File: src/rtl/rx_daf_pkg.sv
package rx_daf_pkg;
  localparam int DA_BYTES = 6;
  localparam int DA_W     = 8 * DA_BYTES;
  localparam int HASH_W   = 64;
  localparam int REG_W    = 16;
  localparam int STA_REGS = DA_W / REG_W;
  localparam int TBL_REGS = HASH_W / REG_W;
  localparam int NREG     = STA_REGS + TBL_REGS + 1;
  localparam int IDX_W    = $clog2(NREG);
  localparam int HIDX_W   = $clog2(HASH_W);
  localparam int SEL_W    = HIDX_W / 2;
  localparam logic [31:0] CRC_POLY = 32'hEDB88320;

  typedef struct packed {
    logic [DA_W-1:0]   sta;
    logic [HASH_W-1:0] tbl;
    logic              rej_uc;
    logic              acc_bc;
  } daf_cfg_t;

  function automatic logic [31:0] crc32_byte(input logic [31:0] c, input logic [7:0] b);
    logic [31:0] r;
    r = c;
    for (int k = 0; k < 8; k++) r = (r >> 1) ^ ((r[0] ^ b[k]) ? CRC_POLY : 32'h0);
    return r;
  endfunction
endpackage

File: src/rtl/rx_daf_cfg.sv
module rx_daf_cfg
  import rx_daf_pkg::*;
(
  input  logic             clk_i,
  input  logic             rst_ni,
  input  logic             we_i,
  input  logic [IDX_W-1:0] idx_i,
  input  logic [REG_W-1:0] wdata_i,
  input  logic             sof_i,
  output daf_cfg_t         cfg_o
);
  logic [NREG-1:0][REG_W-1:0] regs_q;
  daf_cfg_t live, shd_q;

  always_ff @(posedge clk_i or negedge rst_ni) begin
    if (!rst_ni)    regs_q <= '0;
    else if (we_i)  regs_q[idx_i] <= wdata_i;
  end

  always_comb begin
    live.sta    = regs_q[STA_REGS-1:0];
    live.tbl    = regs_q[STA_REGS+TBL_REGS-1:STA_REGS];
    live.rej_uc = regs_q[NREG-1][0];
    live.acc_bc = regs_q[NREG-1][1];
  end

  // per-frame copy: settings frozen at frame start
  always_ff @(posedge clk_i or negedge rst_ni) begin
    if (!rst_ni)     shd_q <= '0;
    else if (sof_i)  shd_q <= live;
  end

  assign cfg_o = shd_q;

  a_r9_frame_cfg_hold: assert property (@(posedge clk_i) disable iff (!rst_ni)
    !sof_i |=> $stable(cfg_o));
endmodule

File: src/rtl/rx_daf_crc.sv
module rx_daf_crc
  import rx_daf_pkg::*;
(
  input  logic        clk_i,
  input  logic        rst_ni,
  input  logic        clr_i,
  input  logic        en_i,
  input  logic [7:0]  byte_i,
  output logic [31:0] crc_o,
  output logic [31:0] crc_nxt_o
);
  logic [31:0] crc_q;

  assign crc_nxt_o = crc32_byte(crc_q, byte_i);

  always_ff @(posedge clk_i or negedge rst_ni) begin
    if (!rst_ni)     crc_q <= '1;
    else if (clr_i)  crc_q <= '1;
    else if (en_i)   crc_q <= crc_nxt_o;
  end

  assign crc_o = crc_q;

  a_r4_crc_idle_hold: assert property (@(posedge clk_i) disable iff (!rst_ni)
    (!clr_i && !en_i) |=> $stable(crc_o));
endmodule

File: src/rtl/rx_daf_match.sv
module rx_daf_match
  import rx_daf_pkg::*;
#(
  parameter int NBYTES = DA_BYTES,
  localparam int AW    = 8 * NBYTES,
  localparam int CNT_W = $clog2(NBYTES + 1)
) (
  input  logic          clk_i,
  input  logic          rst_ni,
  input  logic          sof_i,
  input  logic          byte_vld_i,
  input  logic [7:0]    byte_i,
  input  logic [AW-1:0] sta_i,
  output logic          take_o,
  output logic          last_o,
  output logic          grp_o,
  output logic          uc_hit_o,
  output logic          bc_hit_o
);
  localparam logic [CNT_W-1:0] CNT_END  = CNT_W'(NBYTES);
  localparam logic [CNT_W-1:0] CNT_LAST = CNT_W'(NBYTES - 1);

  logic             active_q, uc_q, bc_q, grp_q;
  logic [CNT_W-1:0] cnt_q;
  logic [7:0]       sta_byte;

  assign sta_byte = sta_i[8*cnt_q +: 8];
  assign take_o   = active_q && byte_vld_i && !sof_i && (cnt_q != CNT_END);
  assign last_o   = take_o && (cnt_q == CNT_LAST);
  assign uc_hit_o = uc_q && (byte_i == sta_byte);
  assign bc_hit_o = bc_q && (&byte_i);
  assign grp_o    = grp_q;

  always_ff @(posedge clk_i or negedge rst_ni) begin
    if (!rst_ni) begin
      active_q <= 1'b0;
      cnt_q    <= '0;
      uc_q     <= 1'b0;
      bc_q     <= 1'b0;
      grp_q    <= 1'b0;
    end else if (sof_i) begin
      active_q <= 1'b1;
      cnt_q    <= '0;
      uc_q     <= 1'b1;
      bc_q     <= 1'b1;
      grp_q    <= 1'b0;
    end else if (take_o) begin
      cnt_q <= cnt_q + 1'b1;
      uc_q  <= uc_hit_o;
      bc_q  <= bc_hit_o;
      if (cnt_q == '0) grp_q <= byte_i[0];
    end
  end

  a_r8_cnt_saturates: assert property (@(posedge clk_i) disable iff (!rst_ni)
    (cnt_q == CNT_END && !sof_i) |=> (cnt_q == CNT_END));
endmodule

File: src/rtl/rx_da_filter.sv
module rx_da_filter
  import rx_daf_pkg::*;
(
  input  logic             clk_i,
  input  logic             rst_ni,
  input  logic             cfg_we_i,
  input  logic [IDX_W-1:0] cfg_idx_i,
  input  logic [REG_W-1:0] cfg_wdata_i,
  input  logic             sof_i,
  input  logic             ctl_frame_i,
  input  logic             byte_vld_i,
  input  logic [7:0]       byte_i,
  output logic             dec_vld_o,
  output logic             accept_o,
  output logic             bypass_o
);
  daf_cfg_t          cfg;
  logic [31:0]       crc_q, crc_nxt;
  logic              take, last, grp, uc_hit, bc_hit;
  logic              ctl_q, hash_hit, acc_d;
  logic [HIDX_W-1:0] hidx;
  logic              dec_q, acc_q, byp_q;

  rx_daf_cfg u_cfg (
    .clk_i, .rst_ni, .we_i(cfg_we_i), .idx_i(cfg_idx_i), .wdata_i(cfg_wdata_i),
    .sof_i, .cfg_o(cfg)
  );

  rx_daf_crc u_crc (
    .clk_i, .rst_ni, .clr_i(sof_i), .en_i(take), .byte_i,
    .crc_o(crc_q), .crc_nxt_o(crc_nxt)
  );

  rx_daf_match #(.NBYTES(DA_BYTES)) u_match (
    .clk_i, .rst_ni, .sof_i, .byte_vld_i, .byte_i, .sta_i(cfg.sta),
    .take_o(take), .last_o(last), .grp_o(grp), .uc_hit_o(uc_hit), .bc_hit_o(bc_hit)
  );

  // low CRC bits pick the byte, next bits pick the bit in it
  assign hidx     = {crc_nxt[SEL_W-1:0], crc_nxt[2*SEL_W-1:SEL_W]};
  assign hash_hit = cfg.tbl[hidx];

  always_comb begin
    if (ctl_q)    acc_d = 1'b0;
    else if (grp) acc_d = (bc_hit && cfg.acc_bc) || hash_hit;
    else          acc_d = !cfg.rej_uc && uc_hit;
  end

  always_ff @(posedge clk_i or negedge rst_ni) begin
    if (!rst_ni)     ctl_q <= 1'b0;
    else if (sof_i)  ctl_q <= ctl_frame_i;
  end

  always_ff @(posedge clk_i or negedge rst_ni) begin
    if (!rst_ni) begin
      dec_q <= 1'b0;
      acc_q <= 1'b0;
      byp_q <= 1'b0;
    end else begin
      dec_q <= last;
      acc_q <= last && acc_d;
      byp_q <= last && ctl_q;
    end
  end

  assign dec_vld_o = dec_q;
  assign accept_o  = acc_q;
  assign bypass_o  = byp_q;

  a_r8_one_pulse: assert property (@(posedge clk_i) disable iff (!rst_ni)
    dec_vld_o |=> !dec_vld_o);
  a_r8_after_byte: assert property (@(posedge clk_i) disable iff (!rst_ni)
    dec_vld_o |-> $past(byte_vld_i));
  a_r7_bypass_no_accept: assert property (@(posedge clk_i) disable iff (!rst_ni)
    (dec_vld_o && bypass_o) |-> !accept_o);
  a_r2_reject_unicast: assert property (@(posedge clk_i) disable iff (!rst_ni)
    (dec_vld_o && !bypass_o && cfg.rej_uc && !grp) |-> !accept_o);
  a_r10_quiet_outputs: assert property (@(posedge clk_i) disable iff (!rst_ni)
    !dec_vld_o |-> (!accept_o && !bypass_o));
  a_r4_crc_preset: assert property (@(posedge clk_i) disable iff (!rst_ni)
    sof_i |=> (crc_q == 32'hFFFF_FFFF));
endmodule

File: config.mk
export PLATFORM = sky130hd
export DESIGN_NAME = rx_da_filter
export DESIGN_NICKNAME = d
export VERILOG_FILES = /design/src/rtl/rx_daf_pkg.sv /design/src/rtl/rx_daf_cfg.sv /design/src/rtl/rx_daf_crc.sv /design/src/rtl/rx_daf_match.sv /design/src/rtl/rx_da_filter.sv
export SDC_FILE = /design/constraint.sdc
export NUM_CORES = 1
export LEC_CHECK = 0
export ABC_AREA = 1
export BUFFER_PORTS_ARGS = -buffer_cell sky130_fd_sc_hd__buf_4
export CAP_MARGIN = 20
export CORE_ASPECT_RATIO = 2
export CORE_MARGIN = 8
export CORE_UTILIZATION = 45
export DETAILED_ROUTE_END_ITERATION = 6
export GPL_ROUTABILITY_DRIVEN = 0
export PLACE_DENSITY = 0.72
export SETUP_SLACK_MARGIN = 0.15
export SYNTH_ARGS = -nofsm -noshare
export SYNTH_HDL_FRONTEND = slang
export SYNTH_SLANG_ARGS = --single-unit
export TNS_END_PERCENT = 1
File: constraint.sdc
create_clock -name clk_i -period 4.45 [get_ports clk_i]
set_input_delay 0.2225 -clock clk_i [delete_from_list [all_inputs] [get_ports clk_i]]
set_output_delay 0.2225 -clock clk_i [all_outputs]
set_load 0.1 [all_outputs]
# ---- Word-level counts from Yosys, hierarchy flattened
# Index checks and enable logic that the tools add are counted.
dict set report word_totals {
  regBits 285
  output_inout_bits 3
}
dict set report classes {
  addsub 1
  order_cmp 3
  eq_ne 3
  shift 1
  muxes 26
  bitwise_logic 16
  n_reduce_logical 19
}
# cell n
set ops {}
lappend ops {{2-to-1 mux 32 bit} 10}
lappend ops {{bitwise XOR 31 x 32 -> 32 bit} 8}
lappend ops {{bitwise mux 128 bit} 1}
lappend ops {{demux 16 bit (select 3 bit)} 1}
lappend ops {{indexed part select 48 x 7 -> 8 bit} 1}
lappend ops {{2-to-1 mux 16 bit} 1}
lappend ops {{logical AND 1 bit} 11}
lappend ops {{2-to-1 mux 1 bit} 10}
lappend ops {{== test 8 bit} 1}
lappend ops {{AND reduction 8 bit} 1}
lappend ops {{bitwise XOR 1 bit} 8}
lappend ops {{< comparator 6 x 7 -> 1 bit, second input constant} 1}
lappend ops {{binary-select mux 1 bit (select 6 bit)} 1}
lappend ops {{2-to-1 mux 3 bit} 2}
lappend ops {{< comparator 3 x 4 -> 1 bit, second input constant} 1}
lappend ops {{nonzero test 2 bit} 2}
lappend ops {{adder 3 x 1 -> 3 bit, second input constant} 1}
lappend ops {{== test 3 bit, second input constant} 1}
lappend ops {{>= comparator 3 x 1 -> 1 bit, second input constant} 1}
lappend ops {{logical NOT 3 bit} 1}
lappend ops {{inequality test 3 bit, second input constant} 1}
lappend ops {{logical NOT 1 bit} 2}
lappend ops {{AND reduction 2 bit} 1}
lappend ops {{logical OR 1 bit} 1}

# ---- Depth between registers and ports, before layout
dict set report depth {
  depth_word 30
  depth_mapped 19
  mapped_depth_nobuf 19
}

# ---- Hierarchy
# Synthesis repeated with hierarchy kept, for this count alone.
dict set report hier_totals {
  cells_unflattened 1719
  area_unflattened_um2 13394.1
}
# mod n_inst cells_per_inst area_each_um2 seq_area_each_um2
set modules_own_cells {}
lappend modules_own_cells {rx_daf_cfg 1 988 8824.7 5705.5}
lappend modules_own_cells {rx_daf_crc 1 372 2623.8 840.8}
lappend modules_own_cells {rx_daf_match 1 195 1103.6 175.2}
lappend modules_own_cells {rx_da_filter 1 164 842.1 100.1}

# ---- Worst setup path after synthesis
# Ideal clock, no wire load.
dict set report synth_path {
  kind {register -> register}
  from {register u_crc.crc_q[2], in the netlist u_crc.crc_o[2]}
  to {register acc_q, in the netlist accept_o}
  arrival_ns 1.855
  t_required_ns 4.337
  setup_slack_ns 2.482
  path_stages_with_launch 19
  path_buffers 1
  synth_period_minus_slack_ns 1.968
  path_cell_list {dfstp_2 nand2_1 nand2_4 nand2_1 nand2_2 nand2_4 nand2_4 inv_4 buf_6 nand2_1 nand3_2 nand3_2 nand3_1 nand3_1 nand2_1 nand2_1 nand3_1 nand2_1 inv_1}
}
dict set report synth_via {
  elab_chain_len 16
}
# item line
set synth_lines {}
lappend synth_lines {{from (decl)} rx_daf_crc.sv:12} ;# logic [31:0] crc_q;
lappend synth_lines {{from (signal assigned)} rx_daf_crc.sv:19} ;# else if (en_i) crc_q <= crc_nxt_o;
lappend synth_lines {{bitwise XOR 31 x 32 -> 32 bit (2 in a row)} rx_daf_pkg.sv:24} ;# for (int k = 0; k < 8; k++) r = (r >> 1) ^ ((r[0] ^ b[k]) ? CRC_POLY : 32'h0);
lappend synth_lines {{bitwise XOR 1 bit} rx_daf_pkg.sv:24}
lappend synth_lines {{2-to-1 mux 32 bit} rx_daf_pkg.sv:24}
lappend synth_lines {{bitwise XOR 31 x 32 -> 32 bit (6 in a row)} rx_daf_pkg.sv:24}
lappend synth_lines {{binary-select mux 1 bit (select 6 bit)} rx_da_filter.sv:41} ;# assign hash_hit = cfg.tbl[hidx];
lappend synth_lines {{2-to-1 mux 1 bit (not written as such)} rx_da_filter.sv:41}
lappend synth_lines {{logical OR 1 bit} rx_da_filter.sv:45} ;# else if (grp) acc_d = (bc_hit && cfg.acc_bc) || hash_hit;
lappend synth_lines {{2-to-1 mux 1 bit} rx_da_filter.sv:45}
lappend synth_lines {{2-to-1 mux 1 bit} rx_da_filter.sv:44} ;# if (ctl_q) acc_d = 1'b0;
lappend synth_lines {{logical AND 1 bit} rx_da_filter.sv:61} ;# acc_q <= last && acc_d;
lappend synth_lines {{to (signal assigned)} rx_da_filter.sv:61}
lappend synth_lines {{to (decl)} rx_da_filter.sv:22} ;# logic dec_q, acc_q, byp_q;
# No other way between the ends. The select of a mux whose other input is x is not followed.
# A chain may end at the register's enable or synchronous reset.

# ---- Worst setup path after layout
dict set report layout_path {
  from {register u_match.cnt_q[1]}
  to {register u_crc.crc_q[23], in the netlist u_crc.crc_o[23]}
}
dict set report layout_via {
  elab_chain_len 3
}
# item line
set layout_lines {}
lappend layout_lines {{from (decl)} rx_daf_match.sv:24} ;# logic [CNT_W-1:0] cnt_q;
lappend layout_lines {{from (signal assigned)} rx_daf_match.sv:48} ;# cnt_q <= cnt_q + 1'b1;
lappend layout_lines {{inequality test 3 bit} rx_daf_match.sv:28} ;# assign take_o = active_q && byte_vld_i && !sof_i && (cnt_q != CNT_END);
lappend layout_lines {{logical AND 1 bit} rx_daf_match.sv:28}
lappend layout_lines {{nonzero test 2 bit (no source line)} --}
# No other way between the ends.

==> results.toml <==
[worst_setup_path]
critPathMostFrequentCell = "o21ai_0"
slowest_stage = "dfrtp_1"
crit_fanout = 27
worstSetupEndpointType = "register"
critPathKind = "reg2reg"
critical-path-top-delay-family = "simple AND/OR/NAND/NOR gates"
critPathArrivalTime_ns = 3.95
critPathMaxStageDelay_ns = 0.68
crit_buf_inv = 3
path_cells = "ha_1 -> nand2_1 -> nand4_1 -> clkinv_1 -> buf_4 -> nor2_1 -> inv_1 -> o21ai_0 -> o21ai_0"
critical_path_required_ns = 4.90
startpoint_class = "register"

[die]
core-area_sq_mm = 0.0274
rows = 86
die_width_microns = 134
initial_utilization_pct = 45.4
io-pin-count = 36
die_h_microns = 251
die_area_sq_mm = 0.0336

[routing]
drt-initial-drc-count = 757
detail_route.wirelength_mm = 31.5
route.detailed.wl_per_inst_microns = 17.2
vias = 9601
antenna_left = 0
drt_pass1_iterations = 7
vias_per_cell = 5.26
drt_drc_violations_left = 0

[final_layout]
area_growth_syn_to_layout_pct = 10.9
most-common-layout-cells = "540 x nand2_1, 239 x dfrtp_1, 188 x o21ai_0"
layout.cells.most_common = "nand2_1"
antenna-diode-count = 0
nNetsFinal = 1495
drive_gt1_share_pct = 11.2
layout.area.seq_sq_mm = 0.00682
multiInputGateArea_sq_mm = 0.00489
final.fill_count = 2547

[power]
power_density_over_cell_area_mw_per_mm2 = 592
vdd_drop_max_uv = 257
totalPowerFinal_uw = 8190
leakage_uw = 0.00686

[clocking]
clock_latency_late_sink_ns = 0.53
cts_sinks = 271
clkTransAtPathRegs_ns = 0.07
clock_tree.buffer_depth = 3
postCtsSetupBuffers = 0
cts_made_buffers = 24
cts_max_level = 1
root_buffer_selected_by_cts = "clkbuf_16"
cts_tree = "yes"

[logic_synthesis]
yosysTopAreaCellShare_pct = 48.0
most_used_flip_flop_cell_after_synthesis = "dfrtp_1"
syn-instance-count = 1452
synth_enable_flop_cells = 0
yosysTopAreaCell = "dfrtp_1"
synth.avg_cell_area_sq_um = 8.58
syn_nets = 1489
yosys.cell_types.count = 41
ys_async_sr_fraction_pct = 100
ys_seq_area_share_pct = 54.7
synth-warning-count = 0
synth.cell_area_sq_mm = 0.0125
ys_ff_latch = 271
post_synth_main_area_contributors = "dfrtp_1 48%, nand2_1 16%, o21ai_0 7.5%"

[job]
timing.max_cap.violations = 0

[timing]
setup_viol = 0
rsz0062_at_grt = "no"
final.setup.tns_ns = 0
slew-limit-headroom_pct = 31.5
final_critical_path_required_period_ns = 3.50
final_hold_violation_count = 0
fmax_mhz = 286
worst_clock_skew_ns = 0.0187
drv_slew = 0
timing_worst_slew_pin_value_ns = 1.02
post-route-period-util_pct = 78.5

[run_status]
status = "complete, no violations"

[global_routing]
grt_usage_pct = 19.0
grt_start_max_net_pins = 123
gr-total-overflow = 0
antenna_found_initial = 0
first_global_vias = 9894
grt_pass1_wl_mm = 51.2

[min_path]
min-delay-path-class = "in2reg"

[placed_design]
portBuffers = 35
dp.final_hpwl_mm = 21.1
[stage by stage]
stage / instance area, sq um / util [%] / instances / worst slack [ns] / hold WS (ns)
after floorplan: 12500 / - / 1452 / 2.48 / -0.0731
after global placement: 12900 / 47.1 / 1779 / 1.14 / 0.388
after detailed placement: 12900 / 47.1 / 1779 / 0.967 / 0.396
after CTS: 13700 / 50.1 / 1823 / 0.952 / 0.0267
after global routing: 13800 / 50.4 / 1826 / 0.635 / 0.0780
final: 13800 / 50.4 / 1826 / 0.955 / 0.0330
[flip-flops by register name, indices dropped and copies added (netlist names), 3 cells and up]
register / flops
u_match.cnt_q: 3
u_crc.crc_o: 32
u_cfg.cfg_o: 114
u_cfg.live: 114
[final timing paths]
| check | from | endpoint | slack (ns) | depth (start not counted) |
|---|---|---|---|---|
| max in group asynchronous | rst_ni | u_cfg.live[112]$_DFFE_PN0P_ | 2.79 | 3 |
| min in group asynchronous | rst_ni | u_cfg.cfg_o[91]$_DFFE_PN0P_ | 0.39 | 2 |
| hold reg to reg | u_cfg.live[92]$_DFFE_PN0P_ | u_cfg.cfg_o[92]$_DFFE_PN0P_ | 0.47 | 2 |
| hold / removal | byte_i[0] | u_match.grp_o$_DFFE_PN0P_ | 0.03 | 3 |
| setup / recovery | u_match.cnt_q[1]$_DFFE_PN0P_ | u_crc.crc_o[23]$_DFFE_PN1P_ | 0.95 | 9 |
| setup reg to reg | u_match.cnt_q[1]$_DFFE_PN0P_ | u_crc.crc_o[23]$_DFFE_PN1P_ | 0.95 | 9 |
[tightest hold or removal path, stage by stage]
cell	delay, ns
buf_4	0.13
nor2_1	0.10
a211oi_1	0.06
[Yosys cell counts, types with 3 or more instances]
| library cell | count |
|---|---|
| nand2_1 | 540 |
| dfrtp_1 | 239 |
| o21ai_0 | 188 |
| inv_1 | 100 |
| nand3_1 | 74 |
| clkbuf_1 | 53 |
| xor2_1 | 52 |
| dfstp_2 | 32 |
| a21oi_1 | 27 |
| nor2_1 | 24 |
| nand2_4 | 13 |
| inv_2 | 12 |
| o211ai_1 | 12 |
| nand3_2 | 9 |
| nand2_2 | 8 |
| a22oi_1 | 7 |
| buf_2 | 7 |
| xnor2_1 | 7 |
| o22ai_1 | 6 |
| buf_6 | 5 |
| ha_1 | 4 |
| o21ai_1 | 4 |
| xor2_4 | 3 |
[power by group]
| part | internal (uW) | switching, uW | total, uW |
|---|---|---|---|
| combinational | 929 | 1820 | 2750 |
| clock | 1200 | 908 | 2110 |
| sequential | 3040 | 289 | 3330 |
[logic make-up after synthesis]
logic type / Yosys count / synth area share, %
xor+xnor: 65 / 5.29
buf+inv: 184 / 6.06
fa+ha+maj: 4 / 0.402
flops: 271 / 54.7
simple gates: 678 / 22.9
compound gates: 250 / 10.6
[cell type report]
type / instances / area share (%)
Inverter: 116 / 3.21
Timing Repair Buffer: 48 / 3.22
Clock inverter: 5 / 0.580
Multi-Input combinational cell: 997 / 35.4
Tap cell: 352 / 3.19
Clock buffer: 37 / 5.07
Sequential cell: 271 / 49.4
[what timing repair did]
item / CTS / global route
hold buffers: 2 / 0
endpoints found under the hold margin: 101 / 0
resized for setup: 0 / 0
[layer usage]
metal	up-vias	track usage (%)	share of wire [%]
li1	4604	-	-
met2	269	34.4	52
met4	0	12.0	5.8
met3	83	2.00	4.2
met5	-	0	0
met1	4645	20.6	38
No activity file was read; power rests on OpenSTA's default activity.
